`config.mk`:
```
export PLATFORM = sky130hd
export DESIGN_NAME = async_sram_ctrl
export DESIGN_NICKNAME = d
export VERILOG_FILES = /design/src/rtl/sram_ctrl_pkg.sv /design/src/rtl/sram_timer.sv /design/src/rtl/sram_seq.sv /design/src/rtl/sram_datapath.sv /design/src/rtl/async_sram_ctrl.sv
export SDC_FILE = /design/constraint.sdc
export NUM_CORES = 1
export LEC_CHECK = 0
export BUFFER_PORTS_ARGS = -buffer_cell sky130_fd_sc_hd__buf_2
export CORE_ASPECT_RATIO = 1.25
export CORE_MARGIN = 1.5
export CORE_UTILIZATION = 46
export DETAILED_ROUTE_END_ITERATION = 10
export PLACE_DENSITY_LB_ADDON = 0.15
export SLEW_MARGIN = 40
export SYNTH_ARGS = -nofsm -noshare
export SYNTH_HDL_FRONTEND = slang
export SYNTH_SLANG_ARGS = --single-unit
```
`constraint.sdc`:
```
create_clock -name clk -period 1.9 [get_ports clk]
set_input_delay 0.38 -clock clk [delete_from_list [all_inputs] [get_ports clk]]
set_output_delay 0.38 -clock clk [all_outputs]
set_load 0.005 [all_outputs]
```
`src/rtl/sram_ctrl_pkg.sv`:
```
package sram_ctrl_pkg;

  typedef enum logic [2:0] {
    ST_IDLE,
    ST_RD_SETUP,
    ST_RD_WAIT,
    ST_RD_TURN,
    ST_WR_SETUP,
    ST_WR_PULSE,
    ST_WR_RECOVER
  } seq_state_e;

  // Round a picosecond minimum up to whole clock cycles.
  function automatic int cycles_for(input int t_ps, input int clk_ps);
    return (t_ps + clk_ps - 1) / clk_ps;
  endfunction

  function automatic int imax(input int a, input int b);
    return (a > b) ? a : b;
  endfunction

endpackage

```
`src/rtl/sram_timer.sv`:
```
module sram_timer #(
  parameter int CNT_W = 3
) (
  input  logic             clk,
  input  logic             rst,
  input  logic             load,
  input  logic [CNT_W-1:0] load_val,
  output logic             done
);
  logic [CNT_W-1:0] cnt_q;

  always_ff @(posedge clk) begin
    if (rst)                cnt_q <= '0;
    else if (load)          cnt_q <= load_val;
    else if (cnt_q != '0)   cnt_q <= cnt_q - 1'b1;
  end

  assign done = (cnt_q == '0);
endmodule

```
`src/rtl/sram_seq.sv`:
```
module sram_seq
  import sram_ctrl_pkg::*;
#(
  parameter int RD_CYC   = 6,
  parameter int TURN_CYC = 2,
  parameter int WP_CYC   = 5,
  parameter int REC_CYC  = 1,
  parameter int CNT_W    = 3
) (
  input  logic             clk,
  input  logic             rst,
  input  logic             req,
  input  logic             req_write,
  input  logic             timer_done,
  output logic             accept,
  output logic             cap,
  output logic             timer_load,
  output logic [CNT_W-1:0] timer_val,
  output logic             ce_n,
  output logic             oe_n,
  output logic             we_n,
  output logic             dq_oe,
  output logic             busy
);
  seq_state_e st_q, st_d;

  always_comb begin
    st_d       = st_q;
    accept     = 1'b0;
    cap        = 1'b0;
    timer_load = 1'b0;
    timer_val  = '0;
    case (st_q)
      ST_IDLE: if (req) begin
        accept = 1'b1;
        st_d   = req_write ? ST_WR_SETUP : ST_RD_SETUP;
      end
      ST_RD_SETUP: begin
        st_d       = ST_RD_WAIT;
        timer_load = 1'b1;
        timer_val  = CNT_W'(RD_CYC - 1);
      end
      ST_RD_WAIT: if (timer_done) begin
        cap        = 1'b1;
        st_d       = ST_RD_TURN;
        timer_load = 1'b1;
        timer_val  = CNT_W'(TURN_CYC - 1);
      end
      ST_RD_TURN: if (timer_done) st_d = ST_IDLE;
      ST_WR_SETUP: begin
        st_d       = ST_WR_PULSE;
        timer_load = 1'b1;
        timer_val  = CNT_W'(WP_CYC - 1);
      end
      ST_WR_PULSE: if (timer_done) begin
        st_d       = ST_WR_RECOVER;
        timer_load = 1'b1;
        timer_val  = CNT_W'(REC_CYC - 1);
      end
      ST_WR_RECOVER: if (timer_done) st_d = ST_IDLE;
      default: st_d = ST_IDLE;
    endcase
  end

  // Strobes are registered from the next state so they switch with it.
  always_ff @(posedge clk) begin
    if (rst) begin
      st_q  <= ST_IDLE;
      ce_n  <= 1'b1;
      oe_n  <= 1'b1;
      we_n  <= 1'b1;
      dq_oe <= 1'b0;
      busy  <= 1'b0;
    end else begin
      st_q  <= st_d;
      ce_n  <= !((st_d == ST_RD_WAIT) || (st_d == ST_WR_PULSE));
      oe_n  <= (st_d != ST_RD_WAIT);
      we_n  <= (st_d != ST_WR_PULSE);
      dq_oe <= (st_d == ST_WR_SETUP) || (st_d == ST_WR_PULSE) ||
               (st_d == ST_WR_RECOVER);
      busy  <= (st_d != ST_IDLE);
    end
  end
endmodule

```
`src/rtl/sram_datapath.sv`:
```
module sram_datapath #(
  parameter int ADDR_W = 19,
  parameter int DATA_W = 8
) (
  input  logic              clk,
  input  logic              rst,
  input  logic              accept,
  input  logic              cap,
  input  logic [ADDR_W-1:0] req_addr,
  input  logic [DATA_W-1:0] req_wdata,
  input  logic [DATA_W-1:0] dq_in,
  output logic [ADDR_W-1:0] addr_q,
  output logic [DATA_W-1:0] wdata_q,
  output logic [DATA_W-1:0] rdata_q,
  output logic              valid_q
);
  always_ff @(posedge clk) begin
    if (rst) begin
      addr_q  <= '0;
      wdata_q <= '0;
      rdata_q <= '0;
      valid_q <= 1'b0;
    end else begin
      valid_q <= cap;
      if (accept) begin
        addr_q  <= req_addr;
        wdata_q <= req_wdata;
      end
      if (cap) rdata_q <= dq_in;
    end
  end
endmodule

```
`src/rtl/async_sram_ctrl.sv`:
```
module async_sram_ctrl
  import sram_ctrl_pkg::*;
#(
  parameter int CLK_PS   = 10000,
  parameter int ADDR_W   = 19,
  parameter int DATA_W   = 8,
  parameter int T_RC_PS  = 55000,
  parameter int T_AA_PS  = 55000,
  parameter int T_ACE_PS = 55000,
  parameter int T_OE_PS  = 30000,
  parameter int T_HZ_PS  = 20000,
  parameter int T_WC_PS  = 55000,
  parameter int T_AW_PS  = 50000,
  parameter int T_CW_PS  = 50000,
  parameter int T_WP_PS  = 45000,
  parameter int T_DW_PS  = 25000
) (
  input  logic              clk,
  input  logic              rst,
  input  logic              req,
  input  logic              req_write,
  input  logic [ADDR_W-1:0] req_addr,
  input  logic [DATA_W-1:0] req_wdata,
  output logic [DATA_W-1:0] rd_data,
  output logic              rd_valid,
  output logic              busy,
  output logic [ADDR_W-1:0] sram_addr,
  output logic              sram_ce_n,
  output logic              sram_oe_n,
  output logic              sram_we_n,
  output logic [DATA_W-1:0] sram_dq_out,
  output logic              sram_dq_oe,
  input  logic [DATA_W-1:0] sram_dq_in
);
  localparam int RD_CYC = imax(1, imax(imax(cycles_for(T_AA_PS, CLK_PS),
                                             cycles_for(T_ACE_PS, CLK_PS)),
                                        imax(cycles_for(T_OE_PS, CLK_PS),
                                             cycles_for(T_RC_PS, CLK_PS) - 1)));
  localparam int TURN_CYC = imax(1, cycles_for(T_HZ_PS, CLK_PS));
  localparam int WP_CYC = imax(1, imax(imax(cycles_for(T_WP_PS, CLK_PS),
                                             cycles_for(T_CW_PS, CLK_PS)),
                                        imax(cycles_for(T_AW_PS, CLK_PS),
                                             cycles_for(T_DW_PS, CLK_PS))));
  localparam int WC_CYC  = cycles_for(T_WC_PS, CLK_PS);
  localparam int REC_CYC = imax(1, WC_CYC - 1 - WP_CYC);
  localparam int MAX_CYC = imax(imax(RD_CYC, TURN_CYC), imax(WP_CYC, REC_CYC));
  localparam int CNT_W   = imax(1, $clog2(MAX_CYC + 1));

  logic             accept, cap, timer_load, timer_done;
  logic [CNT_W-1:0] timer_val;

  sram_timer #(.CNT_W(CNT_W)) u_timer (
    .clk(clk), .rst(rst), .load(timer_load), .load_val(timer_val),
    .done(timer_done)
  );

  sram_seq #(
    .RD_CYC(RD_CYC), .TURN_CYC(TURN_CYC), .WP_CYC(WP_CYC),
    .REC_CYC(REC_CYC), .CNT_W(CNT_W)
  ) u_seq (
    .clk(clk), .rst(rst), .req(req), .req_write(req_write),
    .timer_done(timer_done), .accept(accept), .cap(cap),
    .timer_load(timer_load), .timer_val(timer_val),
    .ce_n(sram_ce_n), .oe_n(sram_oe_n), .we_n(sram_we_n),
    .dq_oe(sram_dq_oe), .busy(busy)
  );

  sram_datapath #(.ADDR_W(ADDR_W), .DATA_W(DATA_W)) u_dp (
    .clk(clk), .rst(rst), .accept(accept), .cap(cap),
    .req_addr(req_addr), .req_wdata(req_wdata), .dq_in(sram_dq_in),
    .addr_q(sram_addr), .wdata_q(sram_dq_out), .rdata_q(rd_data),
    .valid_q(rd_valid)
  );
endmodule

```
# After elaboration in Yosys (flattened, before gate mapping)
# Index checks and enable logic that the tools add are counted.
# totals
ff_bits,47
inputBits,39
out_inout_bits,41
# classes
addsub,1
eq_ne,12
muxes,15
n_reduce_logical,12
# ops
cell,count
3-bit two-way mux,7
"3-bit equality test, second input constant",6
3-bit one-hot mux with 6 select lines,1
"3-bit by 2-bit equality test with 1-bit output, second input constant",3
3-bit one-hot mux with 3 select lines,1
3-bit logical NOT,2
3-bit nonzero test,2
2-bit OR reduction,3
1-bit two-way mux,5
"3-bit by 1-bit equality test with 1-bit output, second input constant",1
1-bit logical OR,3
"3-bit by 2-bit != test with 1-bit output, second input constant",1
"3-bit != test, second input constant",1
"3-bit by 1-bit subtractor with 3-bit output, second input constant",1
1-bit one-hot mux with 2 select lines,1
2-bit nonzero test,1
1-bit logical NOT,1

# Longest topological paths before layout
# Gate-level depths: netlist of the first run.
# depth
depth_word,6
ltp_mapped,7

# By module
# Synthesis of the first run repeated with hierarchy kept, for this count alone.
# unflattened
hier_cells,183
area_unflattened_um2,1930.6
# by_module_without_submodules
mod,instances,cells_per_inst,area_per_inst_um2,seq_area_each_um2
sram_datapath,1,115,1287.5,720.7
sram_seq,1,46,436.7,160.2
sram_timer,1,22,206.4,60.1

# Worst setup path after synthesis of the first run
# OpenSTA, ideal clock, no wires.
# synth_path
path_type,reg-to-reg
from,register u_timer.cnt_q[0]
to,register u_seq.oe_n
setup_ps,127
arrival_ps,1314
required_time_ps,1773
slack_ps,458
stages_incl_launch_ff,7
n_path_buf,0
cell_sequence,dfxtp_1 inv_1 ha_1 nand2b_1 nand2_1 mux2_2 or3_1
# synth_between
elab_chain_cells,4
word_cells_on_any_way,6
cone_classes,eq/ne (1); mux (4); reduce/logical (1)
# synth_lines
element,line,source
"start, declared",sram_timer.sv:10,logic [CNT_W-1:0] cnt_q;
"start signal, assigned",sram_timer.sv:14,else if (load) cnt_q <= load_val;
"start signal, assigned",sram_timer.sv:15,else if (cnt_q != '0) cnt_q <= cnt_q - 1'b1;
3-bit logical NOT *,sram_timer.sv:18,assign done = (cnt_q == '0);
3-bit two-way mux (on tied branches),--,
3-bit one-hot mux with 6 select lines *,sram_seq.sv:33,case (st_q)
3-bit by 2-bit != test with 1-bit output *,sram_seq.sv:77,oe_n <= (st_d != ST_RD_WAIT);
"end signal, assigned",sram_seq.sv:77,
"end, declared",sram_seq.sv:20,"output logic oe_n,"
# Mark *: on every way between the ends. The rest lies on a longest branch, timed or not.
# A chain may end at the register's enable or synchronous reset.

# Worst setup path in the final report of the first run
# layout_path
from,register u_timer.cnt_q[0]
to,register u_dp.rdata_q[3]
# layout_between
elab_chain_cells,3
# layout_lines
element,line,source
3-bit logical NOT,sram_timer.sv:18,
1-bit two-way mux,sram_seq.sv:43,ST_RD_WAIT: if (timer_done) begin
1-bit two-way mux,sram_seq.sv:33,
"end signal, assigned",sram_datapath.sv:29,if (cap) rdata_q <= dq_in;
"end, declared",sram_datapath.sv:14,"output logic [DATA_W-1:0] rdata_q,"
# No other way between the ends.

==> metrics.txt, run 1 <==
status=finished, final reports clean; achievable frequency=between 500 and 600 MHz; Tot GR Track Use=0.1763; final setup fails=0; hold crit path type=in2reg; multi-input logic area=between 700 and 800 um^2; first-pass GRT wire length=roughly 6 mm; # resized after CTS=0; CTS tree=built; min cycle time layout=~1700 ps; Worst Path Buf+Inv=1; Post-CTS Setup Inserts=0; RSZ-0062 raised after global routing=no; Reg2Reg Launch Point=u_timer.cnt_q[0]; Rel. slew slack=0.6186; DP HPWL=2.685 mm; total leakage power=1.062 nW; row count=25; final core utilization=0.6134; CTS Hold Bufs=0; FF+latch area=roughly 940 um^2; final wirelength=3.825 mm; Mapped Area=0.001846 mm^2; share of layout cells above drive strength 1=0.3082; max capacitance violation total=0; clock slew at reported path FFs=~80 ps; Die ar.=around 0.0044 mm^2; Hold Path Cell Cnt=3; initial antenna violation count=0; syn_nets=~270; placed cells=about 350; Iteration-0 DRC Markers=128; arrival time worst endpoint=1900 ps; Final ANT Viol Nets=0; largest net degree at the start of global routing=49; syn avg cell area=between 7 and 8 um^2; number of distinct library cells after synthesis=31; DR vias=1710; vias in the first global route=between 1000 and 1500; critical path endpoint category=flip-flop; HP Start=sram_dq_in[0]; slowest stage cell on the critical path=and2_1; final hold viol count=0; Final Skew=~9.1 ps; Max Slew Vio Count=0; H-Tree Level Count=2; CP cell instances=inv_1 > ha_1 > nor2b_1 > and2_1 > nand2_1 > a21oi_1; VDD IR max=approximately 0.75 mV; final net count=around 350; Starting Density=0.4836; Clock Tree Root=clkbuf_8; Via density=approximately 4.8; setup TNS=0 ps; Min-Delay Endpoint=u_dp.rdata_q[0]; CP Class=reg2reg; diode count=0; DIE HEIGHT=73.82 um; EDFF count, synth=0; Slew @ Worst Pin=approximately 570 ps; Worst R2R Path Depth=6; drt first pass iters=4; Synth Flop Type=dfxtp_1; Post-route DRC=0; Std-Cell Core Area=between 0.003 and 0.004 mm^2; worst r2r dst=u_dp.rdata_q[3]; CP max FO=9; clk buf depth=2; period utilisation layout=0.8810; Gate Count Post-Synth=about 230; Total Power=2.561 mW; number of I/O pins=80; Avg WL per Cell=approximately 11 um; Overflow after GRT=0; sequential share of the synthesized area=0.5098; slowest cell delay on critical path=roughly 400 ps; P&R area growth vs syn=26.85%; number of buffers created by CTS=5; post-synthesis async set-or-reset flop share=0; clk sinks=between 40 and 50; Fillers=375; clock latency at the later pin of the worst-skew pair=~290 ps; crit-path leading delay family=simple AND/OR/NAND/NOR gates; routability cong.=0.8572; port bufs=between 70 and 80; fin cells=359; startpoint types=flip-flop; Die Span X=between 50 and 60 um; Yosys warning count=0; Req. time, crit path=about 2100 ps; Seq cells post-synth=47; Power Dens Cells=1094 mW/mm^2; R2R Setup Slk=about 230 ps
-- per-stage QoR --
step / hold WS [ps] / setup WS (ps) / area [um^2]
detailed placement: 443.0 / 250.1 / 2256
finish: 313.8 / 226.2 / 2341
global route: 309.8 / 34.53 / 2341
CTS: 303.6 / 227.7 / 2338
global placement: 439.2 / 327.1 / 2256
floorplan: 452.7 / 458.5 / 1846
-- per-layer routing --
layer	global-route usage	wire [um]	vias up	part of all wire
met1	0.1991	1666	752	0.44
met5	0	0	-	0
met2	0.3019	1860	50	0.49
met4	0.07160	57	0	0.015
met3	0.05458	240	7	0.063
li1	-	-	901	-
-- worst register-to-register path: cells and delay by family (launching register included) --
family / cells / cell delay, ps
flops: 1 / 330
fa+ha+maj: 1 / 190
buf+inv: 1 / 90
compound gates: 1 / 140
simple gates: 3 / 850
-- cell usage after synthesis, types with 2 or more instances --
cell type  number  area (um^2)
ha_1            2        25.02
a21oi_1        39        195.2
and2_1          3        18.77
o21ai_0         4        20.02
nor2b_1         2        12.51
nand2_1        78        292.8
clkbuf_1        6        22.52
xnor2_1         2        17.52
buf_6           3        33.78
nor4_1          3        18.77
nor2_1         14        52.55
inv_1           3        11.26
nand2b_1        2        12.51
dfxtp_1        47        940.9
buf_2           7        35.03
nor3_1          2        10.01
-- how the worst max path moves through the flow --
stage	from	to	slack, ps	depth (start not counted)
6_report	u_timer.cnt_q[0]	u_dp.rdata_q[3]	230	6
3_3_place_gp	u_seq.st_q[2]	u_dp.addr_q[14]	330	5
4_1_cts	u_timer.cnt_q[0]	u_dp.rdata_q[3]	230	6
3_5_place_dp	u_timer.cnt_q[0]	u_dp.rdata_q[3]	250	6
2_1_floorplan	u_timer.cnt_q[0]	u_seq.oe_n	460	6
5_1_grt	u_timer.cnt_q[0]	u_dp.rdata_q[2]	30	6
-- placed cells by master, fill, tap and decap left out, types with 3 or more instances in the layout --
master and n:
nor4_1 3, inv_1 3, o21ai_0 4, nand2_1 78, nor2_1 14, and2_1 3
clkbuf_8 5, buf_4 5, a21oi_1 39, buf_2 78, dfxtp_1 47
-- cell type report --
| class | instances | area share |
|---|---|---|
| Tap cell | 54 | 0.02886 |
| Clock inverter | 2 | 0.005879 |
| Multi-Input combinational cell | 164 | 0.3378 |
| Timing Repair Buffer | 84 | 0.1913 |
| Clock buffer | 5 | 0.02940 |
| Sequential cell | 47 | 0.4019 |
| Inverter | 3 | 0.004810 |
-- kinds of logic after synthesis --
| family | count (synthesis) | share of synthesized area |
|---|---|---|
| adders and majority gates | 2 | 0.01356 |
| xor gates and xnor gates | 2 | 0.009493 |
| buffers and inverters | 21 | 0.06169 |
| DFF | 47 | 0.5098 |
| and+or+nand+nor | 110 | 0.2563 |
| muxes | 1 | 0.006101 |
| AOI/OAI and AO/OA | 49 | 0.1431 |
-- report_power, final --
group | leakage [nW] | switching (mW) | internal (mW)
Combinational | 0.634 | 0.428 | 0.364
Clock | 0.0440 | 0.313 | 0.252
Sequential | 0.385 | 0.0847 | 1.12
Total | 1.06 | 0.825 | 1.74
-- flip-flops by register name, indices dropped and copies added, names as in the netlist --
register	count
u_dp.wdata_q	8
u_seq.st_q	3
u_dp.rdata_q	8
u_dp.addr_q	19
u_seq.we_n	1
u_seq.oe_n	1
u_seq.dq_oe	1
u_dp.valid_q	1
u_seq.ce_n	1
u_timer.cnt_q	3
u_seq.busy	1
Power figures use the tool's default switching activity.
==> inputs of run 2 (changes only) <==
- CORE_MARGIN: 1.5 -> not set
- CORE_UTILIZATION: 46 -> 50
- clock period: 1.9 -> 2 ns (I/O delays scaled with it)
==> run 2 against run 1 <==
Effect of this change: register-to-register slack improved by 30 ps; global-route usage rose by 3.3 points; sequential power fell by 7%; flip-flop and latch count did not move; worst hold slack improved by 17 ps; worst setup slack improved by 32 ps; cell count fell by 3.6%; count of clock-buffer cells in the layout rose by 1; die area fell by 11%; via count rose by 0.88%; critical path depth did not move; combinational power fell by 4.2%; highest routed layer unchanged.
==> metrics.txt, run 2 (same netlist as run 1, synthesis figures left out) <==
status=finished, final reports clean; post-route cell area=0.002321 mm^2 (-0.86%); Min-Delay Endpoint=u_dp.wdata_q[3]; CP Class=reg2reg; largest net degree at the start of global routing=49 (unchanged); Total Power=2.441 mW (-4.7%); Starting Density=0.5253 (+0.04168); placed cells=338 (-4.0%); max capacitance violation total=0 (unchanged); arrival time worst endpoint=1970 ps (+70 ps); final wirelength=3.826 mm (about the same); DIE HEIGHT=69.93 um (-5.3%); drt first pass iters=4 (unchanged); achievable frequency=574.2 MHz (-3.9%); Die Span X=56.34 um (-5.6%); routability cong.=0.7121 (-17%); CTS tree=built; Power Dens Cells=1052 mW/mm^2 (-3.9%); vias in the first global route=1500 (+5.5%); Iteration-0 DRC Markers=83 (-35%); clk buf depth=2 (unchanged); R2R Setup Slk=260 ps (+30 ps); clk sinks=47 (unchanged); period utilisation layout=0.8707 (-0.01022); Most flops, register=u_dp.addr_q; hold_ws=331.1 ps (+17.33 ps); Clock Tree Root=clkbuf_8; port bufs=79 (unchanged); first-pass GRT wire length=6.486 mm (+7.8%); final setup fails=0 (unchanged); Worst R2R Path Depth=6 (unchanged); Slew @ Worst Pin=505.2 ps (-66.04 ps); clock latency at the later pin of the worst-skew pair=290 ps (about the same); Via density=4.986 (+4.7%); Post-route DRC=0 (unchanged); row count=24 (-4.0%); number of I/O pins=80 (unchanged); Tot GR Track Use=0.2097 (+0.03345); H-Tree Level Count=2 (unchanged); setup TNS=0 ps (unchanged); Final ANT Viol Nets=0 (unchanged); Die ar.=0.003940 mm^2 (-11%); clock slew at reported path FFs=80 ps (about the same); Max Slew Vio Count=0 (unchanged); Post-CTS Setup Inserts=0 (unchanged); fin cells=346 (-3.6%); total leakage power=1.061 nW (-0.11%); placed cell area=0.002233 mm^2 (-1.0%); RSZ-0062 raised after global routing=no; Rel. slew slack=0.6625 (+0.04385); final hold viol count=0 (unchanged); max reg flops=19 (unchanged); critical path endpoint category=flip-flop; final net count=347 (+0.29%); CTS Hold Bufs=0 (unchanged); HP Start=req_wdata[3]; Std-Cell Core Area=0.003513 mm^2 (-7.9%); hold crit path type=in2reg; commonest non-fill, non-tap cells in the layout=78 x nand2_1, 78 x buf_2, 47 x dfxtp_1; Reg2Reg Launch Point=u_timer.cnt_q[0]; number of buffers created by CTS=5 (unchanged); share of layout cells above drive strength 1=0.3127 (+0.004507); DR vias=1725 (+0.88%); Worst setup startpoint=u_timer.cnt_q[0]; DP HPWL=2.653 mm (-1.2%); Hold Path Cell Cnt=3 (unchanged); startpoint types=flip-flop; min cycle time layout=1741 ps (+67.66 ps); CP max FO=9 (unchanged); Final Skew=1.482 ps (-7.627 ps); P&R area growth vs syn=25.76%; Overflow after GRT=0 (unchanged); Req. time, crit path=2230 ps (+110 ps); # resized after CTS=0 (unchanged); Avg WL per Cell=11.06 um (+3.8%); worst r2r dst=u_dp.rdata_q[5]; diode count=0 (unchanged); Top Registers=u_dp.addr_q: 19 flops, u_dp.rdata_q: 8 flops, u_dp.wdata_q: 8 flops; VDD IR max=0.7523 mV (+0.66%); initial antenna violation count=0 (unchanged)
run 2: worst max-delay path, cell delays in order, from the launching register on:
cell and delay (ps):
dfxtp_1 330, inv_1 90, ha_1 180, nor2b_1 440
and2_1 400, nand2_1 110, a21oi_1 130
run 2: report_power, final:
group | total [mW] | leakage (nW) | switching, mW | internal [mW]
registers | 1.13 | 0.385 | 0.0639 | 1.06
logic | 0.758 | 0.635 | 0.422 | 0.336
clock network | 0.555 | 0.0412 | 0.310 | 0.245
run 2: worst max-delay path by stage:
stage	endpoint	slack, ps	cells after the start
floorplan	u_seq.oe_n	560	6
global placement	u_dp.rdata_q[0]	320	6
detailed placement	u_dp.rdata_q[5]	260	6
CTS	u_dp.rdata_q[5]	240	6
global route	u_dp.rdata_q[5]	60	6
finish	u_dp.rdata_q[5]	260	6
run 2: layout make-up:
class                           instances  area [um^2]
Clock buffer                            6        72.57
Clock inverter                          2        12.51
Fill cell                             334         1192
Inverter                                3        11.26
Multi-Input combinational cell        164        792.0
Sequential cell                        47        940.9
Tap cell                               39        48.80
Timing Repair Buffer                   85        442.9
run 2: through the flow:
| stage | utilization | setup slack [ps] |
|---|---|---|
| after floorplan | - | 558.5 |
| after global placement | 0.6353 | 321.6 |
| after detailed placement | 0.6357 | 260.2 |
| after CTS | 0.6599 | 235.8 |
| after global routing | 0.6606 | 64.28 |
| final | 0.6606 | 258.5 |
run 2: routing by layer:
layer	GRT usage	vias up	part of all wire
met5	0	-	0
met4	0.1003	0	0.023
met3	0.06667	7	0.062
met2	0.3558	64	0.49
met1	0.2357	755	0.43
li1	-	899	-
==> inputs of run 3 (changes only) <==
- CORE_UTILIZATION: 50 -> 46
- clock period: 2 -> 1.65 ns (I/O delays scaled with it)
==> run 3 against run 2 <==
Effect of this change: via count shrank 1.5%; power grew 31%; largest cell class unchanged; first-iteration DRC count rose by 27%; clock skew increased by 3.1 ps; largest power group unchanged.
==> metrics.txt, run 3 (same netlist as run 1, synthesis figures left out) <==
R2R Setup Slk=110 ps (-150 ps); placed cells=355 (+5.0%); DIE HEIGHT=72.82 um (+4.1%); VDD IR max=0.6493 mV (-14%); Levels on crit path=6 (unchanged); Worst setup startpoint=u_timer.cnt_q[0]; Hold Path Cell Cnt=3 (unchanged); Req. time, crit path=1830 ps (-400 ps); max capacitance violation total=0 (unchanged); Slew @ Worst Pin=710.7 ps (+205.5 ps); Worst Path Buf+Inv=1 (unchanged); clk buf depth=2 (unchanged); final net count=351 (+1.2%); Reg2Reg Launch Point=u_timer.cnt_q[0]; Worst R2R Path Depth=6 (unchanged); vias in the first global route=1407 (-6.2%); routability cong.=0.8180 (+15%); final wirelength=3.886 mm (+1.6%); Top Registers=u_dp.addr_q: 19 flops, u_dp.rdata_q: 8 flops, u_dp.wdata_q: 8 flops; DP HPWL=2.670 mm (+0.63%); arrival time worst endpoint=1730 ps (-240 ps); slowest cell delay on critical path=350 ps (-90 ps); startpoint types=flip-flop; Clock Tree Root=clkbuf_8; Most flops, register=u_dp.addr_q; Starting Density=0.4836 (-0.04168); DR vias=1699 (-1.5%); Max Slew Vio Count=0 (unchanged); clk sinks=47 (unchanged); worst r2r dst=u_seq.oe_n; setup TNS=0 ps (unchanged); Tot GR Track Use=0.1820 (-0.02772); row count=25 (+4.2%); period utilisation layout=0.9356 (+0.06490); Final ANT Viol Nets=0 (unchanged); Std-Cell Core Area=0.003816 mm^2 (+8.6%); drt first pass iters=4 (unchanged); final setup fails=0 (unchanged); CP max FO=5 (-4); clock latency at the later pin of the worst-skew pair=290 ps (about the same); Die Span X=58.66 um (+4.1%); post-route setup slack=106.2 ps (-152.3 ps); Power Dens Cells=1329 mW/mm^2 (+26%); CP cell instances=inv_1 > ha_1 > nand2b_1 > nand2_1 > mux2_2 > or3_1; Avg WL per Cell=10.68 um (-3.5%); number of buffers created by CTS=5 (unchanged); total leakage power=1.097 nW (+3.4%); initial antenna violation count=0 (unchanged); final core utilization=0.6308 (-0.02979); P&R area growth vs syn=30.44%; commonest non-fill, non-tap cell in the layout=buf_2; final hold viol count=0 (unchanged); clock slew at reported path FFs=80 ps (about the same); first-pass GRT wire length=6.016 mm (-7.2%); number of I/O pins=80 (unchanged); Post-route DRC=0 (unchanged); CTS Hold Bufs=0 (unchanged); critical path endpoint category=flip-flop; Critical Path End=u_seq.oe_n; Via density=4.668 (-6.4%); Rel. slew slack=0.5262 (-0.1363); hold crit path type=in2reg; status=finished, final reports clean; Final Skew=4.560 ps (+3.079 ps); min cycle time layout=1544 ps (-197.7 ps); share of layout cells above drive strength 1=0.3258 (+0.01310); achievable frequency=647.8 MHz (+13%); commonest non-fill, non-tap cells in the layout=79 x buf_2, 77 x nand2_1, 47 x dfxtp_1; Iteration-0 DRC Markers=105 (+27%); CTS tree=built; fin cells=364 (+5.2%); Overflow after GRT=0 (unchanged); DP Worst Slack=103.6 ps (-156.6 ps); slowest stage cell on the critical path=dfxtp_1; crit-path leading delay family=simple AND/OR/NAND/NOR gates; diode count=0 (unchanged); largest net degree at the start of global routing=37 (-24%); CP Class=reg2reg; H-Tree Level Count=2 (unchanged); port bufs=79 (unchanged); Die ar.=0.004271 mm^2 (+8.4%); Fillers=382 (+14%); max reg flops=19 (unchanged)
-- run 3: cell count changes in the layout (fill, tap and decap cells not counted), sizes merged --
cell      before  now
buf           85   89
clkinv         1    0
clkinvlp       1    0
bufinv         0    1
-- run 3: worst min path at each step --
stage | startpoint | endpoint | slack, ps
floorplan | rst | u_seq.oe_n | 430
detailed placement | u_dp.addr_q[8] | u_dp.addr_q[8] | 440
CTS | req_addr[17] | u_dp.addr_q[17] | 250
global placement | u_dp.addr_q[18] | u_dp.addr_q[18] | 440
global route | req_addr[12] | u_dp.addr_q[12] | 260
finish | req_addr[17] | u_dp.addr_q[17] | 270
-- run 3: final cells by class --
class                   instances  area, um^2  share of cell area
flip-flops and latches         47       940.9              0.3909
repair buffers                 89       483.0              0.2006
multi-input cells             164       802.0              0.3332
clock inverters                 1       30.03             0.01247
well taps                      54       67.56             0.02807
inverters                       3       11.26            0.004678
clock buffers                   6       72.57             0.03015
-- run 3: report_power, final --
| group | switching [mW] | internal, mW |
|---|---|---|
| clock network | 0.357 | 0.444 |
| registers | 0.107 | 1.29 |
| logic | 0.516 | 0.486 |
| total | 0.979 | 2.22 |
-- run 3: stage by stage --
step / total power, mW / instance area (um^2) / hold slack [ps]
6_report: 3.198 / 2407 / 265.3
3_5_place_dp: 2.362 / 2278 / 441.2
2_1_floorplan: 2.062 / 1846 / 432.2
4_1_cts: 3.172 / 2381 / 253.8
5_1_grt: 3.440 / 2407 / 257.6
3_3_place_gp: 2.345 / 2278 / 437.4
-- run 3: worst reg2reg max path, delay by kind of cell (launching register included) --
family,cells,cell delay (ps)
fa+ha+maj,1,220
buf+inv,1,70
flops,1,350
mux,1,270
simple gates,3,520
-- run 3: metal layers --
layer | routed length, um | GRT usage | part of all wire | up-vias
met2 | 1871 | 0.3001 | 0.48 | 51
met3 | 246 | 0.04965 | 0.063 | 6
met4 | 60 | 0.08201 | 0.015 | 0
met5 | 0 | 0 | 0 | -
met1 | 1708 | 0.2199 | 0.44 | 734
li1 | - | - | - | 908
-- run 3: timing repair --
action | CTS | global route
setup buffers | 0 | 2
resized for setup | 0 | 4
setup endpoints to repair | 0 | 10
